**config.mk**
```make
export PLATFORM = sky130hd
export DESIGN_NAME = pingpong_wr_buffer
export DESIGN_NICKNAME = d
export VERILOG_FILES = /design/src/rtl/pwb_pkg.sv /design/src/rtl/pwb_datapath.sv /design/src/rtl/pwb_ctrl.sv /design/src/rtl/pingpong_wr_buffer.sv
export SDC_FILE = /design/constraint.sdc
export NUM_CORES = 1
export LEC_CHECK = 0
export BUFFER_PORTS_ARGS = -buffer_cell sky130_fd_sc_hd__buf_2
export CAP_MARGIN = 20
export CORE_MARGIN = 5
export CORE_UTILIZATION = 30
export DETAILED_ROUTE_END_ITERATION = 8
export PLACE_DENSITY = 0.45
export RECOVER_POWER = 50
export REMOVE_ABC_BUFFERS = 1
export SETUP_SLACK_MARGIN = 0.1
export SYNTH_ARGS = -nofsm -noshare
export SYNTH_HDL_FRONTEND = slang
export SYNTH_SLANG_ARGS = --single-unit
```
**constraint.sdc**
```tcl
create_clock -name clk -period 12 [get_ports clk]
set_clock_uncertainty 0.1 [all_clocks]
set_input_delay 1.2 -clock clk [delete_from_list [all_inputs] [get_ports clk]]
set_output_delay 1.2 -clock clk [all_outputs]
set_load 0.02 [all_outputs]
```
**src/rtl/pwb_pkg.sv**
```systemverilog
package pwb_pkg;
  localparam int SLOTS  = 8;
  localparam int SLOT_W = $clog2(SLOTS);
  localparam int BEATS  = SLOTS / 2;
  localparam int BEAT_W = $clog2(BEATS);

  typedef enum logic [1:0] {
    BUF_EMPTY,
    BUF_FILL,
    BUF_FULL,
    BUF_DRAIN
  } bufState_t;

  // strobes from control to datapath
  typedef struct packed {
    logic              wrEn;
    logic              wrBuf;
    logic [SLOT_W-1:0] wrSlot;
    logic              tagWr;
    logic              clrEn;
    logic              clrBuf;
    logic              rdBuf;
    logic [BEAT_W-1:0] rdBeat;
  } dpCtl_t;
endpackage

```
**src/rtl/pwb_datapath.sv**
```systemverilog
module pwb_datapath
  import pwb_pkg::*;
#(
  parameter int WORD_W = 16,
  parameter int ADDR_W = 21
) (
  input  logic                       clk,
  input  logic                       rstN,
  input  dpCtl_t                     ctl,
  input  logic [WORD_W-1:0]          wrData,
  input  logic [ADDR_W-SLOT_W-1:0]   wrTag,
  output logic [ADDR_W-SLOT_W+BEAT_W-1:0] memAddr,
  output logic [2*WORD_W-1:0]        memData,
  output logic [2*(WORD_W/8)-1:0]    memByteEn
);
  localparam int TAG_W = ADDR_W - SLOT_W;
  localparam int BPW   = WORD_W / 8;

  logic [1:0][2*WORD_W-1:0] laneData;
  logic [1:0][1:0]          laneVld;
  logic [1:0][TAG_W-1:0]    laneTag;

  for (genvar b = 0; b < 2; b++) begin : g_buf
    logic [WORD_W-1:0] words [SLOTS];
    logic [SLOTS-1:0]  vld;
    logic [TAG_W-1:0]  tag;
    logic              hitWr;
    logic              hitClr;

    assign hitWr  = ctl.wrEn  && (ctl.wrBuf  == 1'(b));
    assign hitClr = ctl.clrEn && (ctl.clrBuf == 1'(b));

    always_ff @(posedge clk) begin
      if (hitWr) words[ctl.wrSlot] <= wrData;
    end

    always_ff @(posedge clk or negedge rstN) begin
      if (!rstN) begin
        vld <= '0;
        tag <= '0;
      end else begin
        if (hitClr)     vld <= '0;
        else if (hitWr) vld[ctl.wrSlot] <= 1'b1;
        if (hitWr && ctl.tagWr) tag <= wrTag;
      end
    end

    assign laneData[b] = {words[{ctl.rdBeat, 1'b1}], words[{ctl.rdBeat, 1'b0}]};
    assign laneVld[b]  = {vld[{ctl.rdBeat, 1'b1}], vld[{ctl.rdBeat, 1'b0}]};
    assign laneTag[b]  = tag;
  end

  assign memData   = laneData[ctl.rdBuf];
  assign memAddr   = {laneTag[ctl.rdBuf], ctl.rdBeat};
  assign memByteEn = {{BPW{laneVld[ctl.rdBuf][1]}}, {BPW{laneVld[ctl.rdBuf][0]}}};
endmodule

```
**src/rtl/pwb_ctrl.sv**
```systemverilog
module pwb_ctrl
  import pwb_pkg::*;
#(
  parameter int ADDR_W = 21
) (
  input  logic              clk,
  input  logic              rstN,
  input  logic              wrValid,
  input  logic [ADDR_W-1:0] wrAddr,
  input  logic              wrLast,
  output logic              wrReady,
  input  logic              flushReq,
  output logic              flushAck,
  input  logic              memReady,
  output logic              memValid,
  output dpCtl_t            ctl
);
  bufState_t         st     [2];
  bufState_t         stNext [2];
  logic              fillSel;
  logic              drainSel;
  logic [BEAT_W-1:0] beat;
  logic [ADDR_W-1:0] lastAddr;

  bufState_t fillSt;
  bufState_t drainSt;
  logic      seqOk;
  logic      accept;
  logic      closeReq;
  logic      endOfBlk;
  logic      beatDone;
  logic      burstEnd;

  always_comb begin
    fillSt   = st[fillSel];
    drainSt  = st[drainSel];
    seqOk    = (wrAddr == lastAddr + ADDR_W'(1));
    accept   = wrValid && !flushReq &&
               ((fillSt == BUF_EMPTY) || ((fillSt == BUF_FILL) && seqOk));
    closeReq = (fillSt == BUF_FILL) && (flushReq || (wrValid && !seqOk));
    endOfBlk = accept && ((wrAddr[SLOT_W-1:0] == SLOT_W'(SLOTS-1)) || wrLast);
    memValid = (drainSt == BUF_DRAIN);
    beatDone = memValid && memReady;
    burstEnd = beatDone && (beat == BEAT_W'(BEATS-1));

    stNext = st;
    if (accept)                 stNext[fillSel]  = endOfBlk ? BUF_FULL : BUF_FILL;
    if (closeReq)               stNext[fillSel]  = BUF_FULL;
    if (drainSt == BUF_FULL)    stNext[drainSel] = BUF_DRAIN;
    if (burstEnd)               stNext[drainSel] = BUF_EMPTY;

    ctl.wrEn   = accept;
    ctl.wrBuf  = fillSel;
    ctl.wrSlot = wrAddr[SLOT_W-1:0];
    ctl.tagWr  = (fillSt == BUF_EMPTY);
    ctl.clrEn  = burstEnd;
    ctl.clrBuf = drainSel;
    ctl.rdBuf  = drainSel;
    ctl.rdBeat = beat;
  end

  assign wrReady  = accept;
  assign flushAck = flushReq && (st[0] == BUF_EMPTY) && (st[1] == BUF_EMPTY);

  always_ff @(posedge clk or negedge rstN) begin
    if (!rstN) begin
      for (int i = 0; i < 2; i++) st[i] <= BUF_EMPTY;
      fillSel  <= 1'b0;
      drainSel <= 1'b0;
      beat     <= '0;
      lastAddr <= '0;
    end else begin
      st <= stNext;
      if (endOfBlk || closeReq) fillSel <= ~fillSel;
      if (burstEnd) begin
        drainSel <= ~drainSel;
        beat     <= '0;
      end else if (beatDone) begin
        beat <= beat + BEAT_W'(1);
      end
      if (accept) lastAddr <= wrAddr;
    end
  end
endmodule

```
**src/rtl/pingpong_wr_buffer.sv**
```systemverilog
module pingpong_wr_buffer
  import pwb_pkg::*;
#(
  parameter int WORD_W = 16,
  parameter int ADDR_W = 21
) (
  input  logic                    clk,
  input  logic                    rstN,
  input  logic                    wrValid,
  input  logic [ADDR_W-1:0]       wrAddr,
  input  logic [WORD_W-1:0]       wrData,
  input  logic                    wrLast,
  output logic                    wrReady,
  input  logic                    flushReq,
  output logic                    flushAck,
  output logic                    memValid,
  input  logic                    memReady,
  output logic [ADDR_W-2:0]       memAddr,
  output logic [2*WORD_W-1:0]     memData,
  output logic [2*(WORD_W/8)-1:0] memByteEn
);
  dpCtl_t ctl;

  pwb_ctrl #(.ADDR_W(ADDR_W)) u_ctrl (
    .clk      (clk),
    .rstN     (rstN),
    .wrValid  (wrValid),
    .wrAddr   (wrAddr),
    .wrLast   (wrLast),
    .wrReady  (wrReady),
    .flushReq (flushReq),
    .flushAck (flushAck),
    .memReady (memReady),
    .memValid (memValid),
    .ctl      (ctl)
  );

  pwb_datapath #(.WORD_W(WORD_W), .ADDR_W(ADDR_W)) u_dp (
    .clk       (clk),
    .rstN      (rstN),
    .ctl       (ctl),
    .wrData    (wrData),
    .wrTag     (wrAddr[ADDR_W-1:SLOT_W]),
    .memAddr   (memAddr),
    .memData   (memData),
    .memByteEn (memByteEn)
  );
endmodule

```
==> reports/metrics.csv <==
metric,value,unit
vias in the first global route,7875,
detailed-route via count,7424,
violated checks,"capacitance limit, slew limit",
post-layout minimum cycle time,5.54,ns
fin nets,947,
Finished Core Util,35.7,%
fraction of layout cells with a size suffix above 1,38.3,%
clk sinks,337,
Routed Antenna Nets,0,
site row count,79,
Wirelength per Cell,21.4,um
initial antenna violation count,4,
Max Cap Violations,2,
Post-Syn Area,14200,um2
# fillers,4416,
"delay-heaviest family, CP",buffers and inverters,
Finished Layout Cells,1538,
Setup WS pre-CTS,6.76,ns
"most used cell, CP",clkbuf_1,
synth unique cells,62,
clk slew on worst S/H paths,0.06,ns
HP Class,flip-flop to flip-flop,
pin count of the biggest net entering global routing,72,
PortBufs,101,
CTS max path bufs,3,
"flops & latches, synth",337,
Bufs and invs on worst path,2,
DRC violations left,0,
maximum VDD drop,0.103,mV
io pins,102,
DRT iter0 DRCs,411,
worst slew pin tran,4.00,ns
CTS resizes,0,
max incr delay on CP,2.83,ns
Leak Pwr,5.82,nW
first drt pass iteration count,4,
CTS Hold Bufs,0,
routed vias/inst,4.83,
crit path max-delay cell type,clkbuf_1,
critical path required time,11.04,ns
root buf cell,clkbuf_16,
clk_lat worst skew,0.54,ns
full die area,51700,um2
register area share after synthesis,68.6,%
CTS Buf Count,39,
Cells after Synth,781,
Synth warnings,0,
Pwr Total,3.68,mW
Post-CTS Setup Bufs,0,
DP Cell Count,1468,
CP Capture Type,asynchronous set/reset pin,
dpl hpwl,19200,um
post-place instance area,15500,um2
CP Max Fanout,71,
startpoint types,input pin,
Fin Hold WS,0.380,ns
Post-synth EDFFs,256,
fin area,16700,um2
largest cells by area after synthesis,"edfxtp_1 54%, dfrtp_1 14%, mux4_2 11%",
CTS tree,yes,
Crit Path Class,input pin to asynchronous set/reset pin,
pins over their slew limit,133,
grt ovf,0,
top cell type by total area after synthesis,edfxtp_1,
Finish-stage setup viols,0,
PD cells,221,nW/um2
Area Growth Syn to Fin,17.5,%
Die X,227,um
Final Hold Viols,0,
RSZ-0062 raised after global routing,no,
CP cell instances,clkbuf_1 -> clkbuf_1,
FMAX,181,MHz
chip height,227,um
Post-Route WL,32900,um
Critical Path AT,4.58,ns
Rel. slew slack,-167,%
worst setup margin,6.46,ns
outcome,finished with violations,
Final GP Congestion,0.750,
Synth top area share,54.2,%
"FFs w/ async S/R, synth",24.0,%
H-tree levels,2,
"Primary FF master, synth",edfxtp_1,
Setup TNS,0,ns
Final Cycle Share,46.2,%
GR Util All Layers,12.8,%
Core ar.,46700,um2
global-route wire length before repair,49800,um
Mean Syn Cell Area,18.1,um2
Initial Utilization,30.4,%
flip-flops by register name (all words and copies together), names as in the netlist:
signal            flops
u_dp.g_buf.words    256
u_ctrl.st             4
u_ctrl.drainSel       1
u_ctrl.fillSel        1
u_ctrl.beat           2
u_dp.g_buf.tag       36
u_dp.g_buf.vld       16
u_ctrl.lastAddr      21
area by class of cell:
cell class	count	area, um2	area share, %
multi-input cells	388	4280	25.7
inverters	10	38.8	0.233
well taps	607	759	4.56
repair buffers	126	668	4.01
clock buffers	52	1050	6.33
flip-flops and latches	337	9720	58.4
clock inverters	16	125	0.751
diodes	2	5.00	0.0300
final timing paths:
kind,startpoint,endpoint,slack (ns),cells after the start
min in group asynchronous,rstN,u_dp.g_buf[0].tag[3]$_DFFE_PN0P_,0.54,1
max reg2reg,u_ctrl.lastAddr[3]$_DFFE_PN0N_,u_dp.g_buf[1].words[4][3]$_DFFE_PP_,7.46,10
max in group clk,u_ctrl.lastAddr[3]$_DFFE_PN0N_,wrReady,6.62,10
min,u_dp.g_buf[0].vld[1]$_DFFE_PN0P_,u_dp.g_buf[0].vld[1]$_DFFE_PN0P_,0.38,2
max,rstN,u_ctrl.beat[0]$_DFFE_PN0P_,6.46,2
min reg2reg,u_dp.g_buf[0].vld[1]$_DFFE_PN0P_,u_dp.g_buf[0].vld[1]$_DFFE_PN0P_,0.38,2
cell families (layout without fill, tap and decap cells):
family	count (synthesis)	count (layout)	share of synthesized area, %
adders and majority gates	2	2	0.177
muxes	182	182	19.8
AOI/OAI and AO/OA	54	54	3.02
xor gates and xnor gates	26	26	1.61
and+or+nand+nor	124	124	5.01
DFF	337	337	68.6
other	0	2	0
buffers and inverters	56	204	1.78
metal layers:
metal | routed length, um | GRT usage, %
met2 | 16000 | 21.3
met5 | 21 | 0
met1 | 14500 | 16.9
met3 | 1610 | 2.89
met4 | 729 | 3.95
tightest hold or removal path: cells and delay by family, from the launching register on:
family | cells | cell delay [ns]
AND/OR/NAND/NOR | 1 | 0.05
AO/OA/AOI/OAI | 1 | 0.05
flip-flops | 1 | 0.34
placed cells by master, fill, tap and decap left out, drive strengths merged, types with 13 or more instances in the layout:
cell	count
nor2	15
mux2	112
nor3	26
dfrtp	81
mux4	68
nand2	25
clkbuf	72
clkinv	14
o31ai	13
edfxtp	256
buf	106
xnor2	15
cells in the mapped netlist, drive strengths merged, types with 3 or more instances:
| library cell | number |
|---|---|
| nor3 | 26 |
| or4 | 4 |
| xnor2 | 15 |
| nand3 | 10 |
| o21ai | 8 |
| a31oi | 5 |
| edfxtp | 256 |
| nand4 | 10 |
| a221oi | 3 |
| clkbuf | 30 |
| buf | 16 |
| nor2 | 15 |
| mux4 | 68 |
| and3b | 3 |
| a32o | 6 |
| and2 | 4 |
| o31ai | 13 |
| xor2 | 11 |
| mux2 | 112 |
| nand2 | 25 |
| or2 | 4 |
| nor4 | 4 |
| inv | 9 |
| a21oi | 3 |
| dfrtp | 81 |
| nand3b | 5 |
report_power, final:
| part | switching [mW] | internal (mW) |
|---|---|---|
| registers | 0.179 | 1.35 |
| logic | 0.521 | 0.525 |
| clock network | 0.461 | 0.639 |
No activity file was read; power rests on OpenSTA's default activity.
